<file path="config.mk">
export PLATFORM = sky130hd
export DESIGN_NAME = uart_fifo_ctl
export DESIGN_NICKNAME = d
export VERILOG_FILES = /design/src/rtl/uart_fifo_ctl.sv
export SDC_FILE = /design/constraint.sdc
export NUM_CORES = 1
export LEC_CHECK = 0
export BUFFER_PORTS_ARGS = -buffer_cell sky130_fd_sc_hd__clkbuf_2
export CAP_MARGIN = 20
export CORE_MARGIN = 8
export CORE_UTILIZATION = 50
export DETAILED_ROUTE_END_ITERATION = 10
export PLACE_DENSITY = 0.7
export SYNTH_ARGS = -nofsm -noshare
export SYNTH_HDL_FRONTEND = slang
export SYNTH_SLANG_ARGS = --single-unit
</file>
<file path="constraint.sdc">
create_clock -name clk -period 8.3 [get_ports clk]
set_input_delay 1.245 -clock clk [delete_from_list [all_inputs] [get_ports clk]]
set_output_delay 1.245 -clock clk [all_outputs]
set_load 0.005 [all_outputs]
</file>
<file path="src/rtl/uart_fifo_ctl.sv">
module uart_fifo_ctl #(
  parameter int DEPTH = 64,
  parameter int DW    = 8,
  localparam int AW   = $clog2(DEPTH),
  localparam int LW   = $clog2(DEPTH + 1)
) (
  input  logic          clk,
  input  logic          rst_n,
  input  logic          cfg_we,
  input  logic [7:0]    cfg_wdata,
  output logic [7:0]    cfg_rdata,
  input  logic [1:0]    tbl_sel,
  input  logic          rx_push,
  input  logic [DW-1:0] rx_wdata,
  input  logic          rx_pop,
  output logic [DW-1:0] rx_rdata,
  input  logic          tx_push,
  input  logic [DW-1:0] tx_wdata,
  input  logic          tx_pop,
  output logic [DW-1:0] tx_rdata,
  output logic [LW-1:0] rx_level,
  output logic [LW-1:0] tx_level,
  output logic          rx_empty,
  output logic          rx_full,
  output logic          tx_empty,
  output logic          tx_full,
  output logic          rx_trig,
  output logic          tx_trig
);

  logic       en;
  logic [4:0] hi;

  wire wr_on  = cfg_we & cfg_wdata[0];
  wire en_chg = cfg_we & (cfg_wdata[0] != en);

  always_ff @(posedge clk or negedge rst_n)
    if (!rst_n) begin
      en <= 1'b0;
      hi <= '0;
    end else if (cfg_we) begin
      en <= cfg_wdata[0];
      if (cfg_wdata[0]) hi <= cfg_wdata[7:3];
    end

  assign cfg_rdata = {hi, 2'b00, en};

  wire [LW-1:0] cap = en ? LW'(DEPTH) : LW'(1);

  logic [1:0]          push, pop, flush;
  logic [1:0][DW-1:0]  wd, rd;
  logic [1:0][LW-1:0]  lvl;

  assign push  = {tx_push, rx_push};
  assign pop   = {tx_pop, rx_pop};
  assign wd    = {tx_wdata, rx_wdata};
  assign flush = {(wr_on & cfg_wdata[2]) | en_chg, (wr_on & cfg_wdata[1]) | en_chg};

  for (genvar d = 0; d < 2; d++) begin : g_q
    logic [DW-1:0] mem [DEPTH];
    logic [AW-1:0] wp, rp;
    logic [LW-1:0] cnt;

    wire do_pop  = pop[d] && (cnt != '0);
    wire do_push = push[d] && ((cnt < cap) || do_pop);

    always_ff @(posedge clk or negedge rst_n)
      if (!rst_n) begin
        wp  <= '0;
        rp  <= '0;
        cnt <= '0;
      end else if (flush[d]) begin
        wp  <= '0;
        rp  <= '0;
        cnt <= '0;
      end else begin
        if (do_push) wp <= wp + AW'(1);
        if (do_pop)  rp <= rp + AW'(1);
        if (do_push && !do_pop)      cnt <= cnt + LW'(1);
        else if (do_pop && !do_push) cnt <= cnt - LW'(1);
      end

    always_ff @(posedge clk)
      if (do_push && !flush[d]) mem[wp] <= wd[d];

    assign rd[d]  = mem[rp];
    assign lvl[d] = cnt;
  end

  logic [4:0] rx_thr, tx_thr;
  wire tbl_b = (tbl_sel == 2'b01);

  always_comb begin
    case ({tbl_b, hi[4:3]})
      3'b000:  rx_thr = 5'd1;
      3'b001:  rx_thr = 5'd4;
      3'b010:  rx_thr = 5'd8;
      3'b011:  rx_thr = 5'd14;
      3'b100:  rx_thr = 5'd8;
      3'b101:  rx_thr = 5'd16;
      3'b110:  rx_thr = 5'd24;
      default: rx_thr = 5'd28;
    endcase
    if (!tbl_b) tx_thr = 5'd1;
    else
      case (hi[2:1])
        2'b00:   tx_thr = 5'd16;
        2'b01:   tx_thr = 5'd8;
        2'b10:   tx_thr = 5'd24;
        default: tx_thr = 5'd30;
      endcase
  end

  assign rx_rdata = rd[0];
  assign tx_rdata = rd[1];
  assign rx_level = lvl[0];
  assign tx_level = lvl[1];
  assign rx_empty = (lvl[0] == '0);
  assign tx_empty = (lvl[1] == '0);
  assign rx_full  = (lvl[0] == cap);
  assign tx_full  = (lvl[1] == cap);
  assign rx_trig  = (lvl[0] >= LW'(rx_thr));
  assign tx_trig  = (lvl[1] <= LW'(tx_thr));

endmodule

</file>
======== Word-level counts from Yosys, hierarchy flattened ========
Memories as Yosys holds them, arrays and structs flattened.
Index checks and enable logic that the tools add are counted.
storage, ports and cells
  output and inout bits ................... 44
  bits in writable memories ............... 1,024
  memory bits (read-only) ................. 0
  memories kept ........................... 2
  logic and storage cells ................. 94
  bits of input ports ..................... 33
  latch bits .............................. 0
  flip-flop bits (word level) ............. 44
memories
  name        depth  bits a word  rd ports  clocked after memory_dff  wr ports  line  text
  g_q[0].mem  64     8            1         0                         1         60    logic [DW-1:0] mem [DEPTH];
  g_q[1].mem  64     8            1         0                         1         60
cells by class
  add/subtract/negate cells ............... 8
  bitwise operators ....................... 6
  shift-type cells ........................ 0
  multiplexer cells ....................... 22
  order comparisons ....................... 4
  reductions and logical operators ........ 32
  $mul .................................... 0
  equal/unequal tests ..................... 12
  div/mod/pow operators ................... 0
operators with widths
  kind                                                                   count
  7-bit two-way mux                                                      7
  6-bit two-way mux                                                      8
  5-bit case mux with 6 select lines                                     1
  6-bit by 1-bit adder with 6-bit output, second input constant          4
  5-bit case mux with 3 select lines                                     1
  7-bit by 1-bit adder with 7-bit output, second input constant          2
  7-bit equality test                                                    2
  7-bit logical NOT                                                      2
  7-bit less-than comparator                                             2
  7-bit nonzero test                                                     2
  7-bit by 1-bit subtractor with 7-bit output, second input constant     2
  1-bit logical AND                                                      10
  3-bit equality test, second input constant                             3
  2-bit nonzero test                                                     4
  7-bit by 5-bit greater-or-equal comparator with 1-bit output           1
  7-bit by 5-bit <= comparator with 1-bit output                         1
  3-bit by 2-bit equality test with 1-bit output, second input constant  2
  1-bit logical NOT                                                      6
  3-bit nonzero test                                                     2
  5-bit two-way mux                                                      1
  1-bit AND                                                              4
  2-bit by 1-bit equality test with 1-bit output, second input constant  2
  1-bit two-way mux                                                      4
  3-bit by 1-bit equality test with 1-bit output, second input constant  1
  8 further kinds                                                        10

======== Logic depth before layout (Yosys ltp) ========
  depth in word-level cells ............... 9
  mapped depth ............................ 13
  gate-level depth less buffers ........... 13

======== Least setup slack after synthesis ========
OpenSTA, ideal clock, no wires.
  path type ............................... input to output
  start point ............................. input port tbl_sel[0]
  end point ............................... output port tx_trig
  stages .................................. 9
  arrival time ............................ 2,717 ps
  path buffers ............................ 0
  data required time ...................... 7,055 ps
  setup slack ............................. 4,338 ps
  cell sequence ........................... nor2b_1 nand3_1 ha_1 nor2b_1 o21a_1 o21ai_0 a21oi_1 o22a_1 nor3_1
on the way
  cells in the longest elaborated chain, start to end .. 3
ends and longest elaborated chain
  item                                            line  text
  start, declared                                 12    input logic [1:0] tbl_sel,
  2-bit by 1-bit equality test with 1-bit output  91    wire tbl_b = (tbl_sel == 2'b01);
  5-bit two-way mux                               104   if (!tbl_b) tx_thr = 5'd1;
  7-bit by 5-bit <= comparator with 1-bit output  123   assign tx_trig = (lvl[1] <= LW'(tx_thr));
  end, declared                                   28    output logic tx_trig
No other way between the ends.

======== Worst setup path in the final report ========
  start point ............................. register g_q[1].rp[0]
  end point ............................... output port tx_rdata[3]
on the way
  cells in the longest elaborated chain, start to end .. 1
ends and longest elaborated chain
  item                    line  text
  start, declared         61    logic [AW-1:0] wp, rp;
  start signal, assigned  78    if (do_pop) rp <= rp + AW'(1);
  memory read 64 x 8 bit  n/a
  end, declared           20    output logic [DW-1:0] tx_rdata,
No other way between the ends.

==> impl_metrics.toml <==
[clock_tree]
htree_levels = 3
ctsResizeCount = 0
cts_hold_buf = 0
clock-root-buffer = "clkbuf_16"
cts_tree = "built"
clk_pin_slew_ns = 0.06
clock_latency_ns = 0.66
ctsLongestPathBuffers = 3
post_cts_buffers = 0
cts_sinks = 1068
cts_made_buffers = 104

[floorplan]
dieArea_um2 = 94600
die_h_um = 308
coreArea_um2 = 84700
num_io_pins = 77
rows = 107
initial_core_util_pct = 50.2
die_w_um = 308

[layout]
area_growth_pct = 11.5
nets = 2352
n_fill_cell = 6193
post_route_cells_drive_above_1_share_pct = 21.4
final_common_cell = "edfxtp_1"
layout_common_cells = "edfxtp_1, mux4_2, nor2_1"

[power]
p_leak_uw = 0.0149
ir_drop_v = 0.000218
power_density_nw_per_um2 = 288
power_uw = 13700

[logic_synthesis]
synth-seq-cells = 1068
yosysTopAreaCellShare_pct = 72.3
yosysSeqAreaShare_pct = 74.9
synth_cell_types = 66
netlist_area_um2 = 42500
synthArstFlopShare_pct = 4.12
synth-edff-count = 1024
ys_top_cells_by_area = "edfxtp_1, mux4_2, mux2i_1"
synth_top_area_cell = "edfxtp_1"
post_synth.cell_area_avg_um2 = 19.5
synth_ff_type = "edfxtp_1"
yosysWarnings = 0
synthCells = 2184

[sta]
holdWs_ns = 0.510
period_minus_slack_ns = 5.55
maxSlewHeadroom_pct = 31.5
rsz0062_at_grt = "no"
finalSetupTns_ns = 0
setup_ws_ns = 2.75
setup_viol = 0
tightest_slew_ns = 1.03
drv_slew = 0
min_period_over_period_pct = 66.8
fmax_ghz = 0.180
hold_violations = 0
fin_skew_ns = 0.0503

[worst_setup_path]
crit_type = "flop to primary output"
worstPathMaxFanout = 40
cp.required_ns = 7.05
max_stage_delay_ns = 0.87
cp_top_family = "compound AO/OA/AOI/OAI gates"
slowest_stage = "dfrtp_4"
path_buf_inv = 2
cp-end-kind = "primary output"
cp-start-kind = "flop"
cp.arrival_ns = 4.30
worstPathCellList = "buf_4, mux4_2, a22o_1, a2111oi_0, o2bb2ai_1, clkbuf_2"

[routing]
vias_per_cell = 6.10
wl_per_cell_um = 27.3
drcViolationCount = 0
vias = 21481
postRouteAntennaNets = 0
first_iter_violations = 2515
routed_wl_mm = 96.2
firstDrtPassIters = 6

[global_routing]
globalRouteTotalUtil_pct = 20.1
grt_max_degree = 95
grt_pass1_vias = 21686
grt_overflow_total = 0
antenna_found_initial = 2
grt_pass1_wl_mm = 143

[outcome]
run_status = "complete, no violations"

[place]
preCtsSetupSlack_ns = 3.46
place_congestion = 0.834
place_hpwl_mm = 57.6
portBuffers = 74

[flow_run]
maxCapViolCount = 0

[min_path]
min_path_type = "flop to flop"
cells in the mapped netlist, drive strengths merged (29+ instances only):
master and instances:
nor2 180, mux4 212, edfxtp 1024, nand2 57, buf 65, mux2i 114, ha 29, a211oi 32
dfrtp 44, o21ai 31, a22oi 43, a21oi 43, clkbuf 52
state kept, by name, indices dropped and copies added (netlist names):
signal	flops
en	1
rx_level	7
g_q.rp	12
hi	5
tx_level	7
g_q.wp	12
g_q.mem	1024
cell families after synthesis:
logic type	after synthesis	share of synthesized area, %
adder cells (fa/ha/maj)	31	0.948
XOR/XNOR	27	0.556
multiplexers	336	14.2
flip-flops	1068	74.9
other	1	0.00882
AO/OA/AOI/OAI	256	4.30
AND/OR/NAND/NOR	337	3.65
buffers and inverters	128	1.46
layer usage:
metal	vias to the layer above	share of wire, %	track usage, %
li1	9174	-	-
met1	11071	40	27.9
met2	1031	48	32.2
met3	205	8.3	3.70
met4	0	3.7	7.29
met5	-	0	0
per-stage QoR:
| step | instance area (um^2) | util, % | cells |
|---|---|---|---|
| finish | 47400 | 56.0 | 3519 |
| global route | 47400 | 56.0 | 3518 |
| CTS | 47400 | 56.0 | 3518 |
| detailed placement | 44100 | 52.0 | 3326 |
| global placement | 44100 | 52.0 | 3326 |
| floorplan | 42500 | - | 2185 |
area by class of cell:
class | instances | area, um^2 | share of cell area [%]
diodes | 1 | 2.50 | 0.00528
clock inverters | 53 | 526 | 1.11
clock buffers | 139 | 2820 | 5.94
repair buffers | 114 | 683 | 1.44
inverters | 11 | 41.3 | 0.0871
flip-flops and latches | 1068 | 31900 | 67.2
well taps | 1144 | 1430 | 3.02
multi-input cells | 989 | 10100 | 21.2
power by group:
group | internal [uW] | total [uW] | switching [uW]
registers | 6000 | 6280 | 280
logic | 1310 | 2780 | 1460
clock network | 2610 | 4610 | 2000
total | 9930 | 13700 | 3740
path summary, 6_finish.rpt:
kind	start	end	slack (ns)	depth (start not counted)
max in group asynchronous	rst_n	g_q[0].rp[0]	7.09	2
max	g_q[1].rp[0]	tx_rdata[3]	2.75	6
max reg2reg	tx_level[1]	tx_level[6]	4.21	10
min	hi[0]	hi[0]	0.51	1
min in group asynchronous	rst_n	g_q[1].rp[5]	0.70	2
min reg2reg	hi[0]	hi[0]	0.51	1
Note: power is estimated with default switching activity, not from simulation.
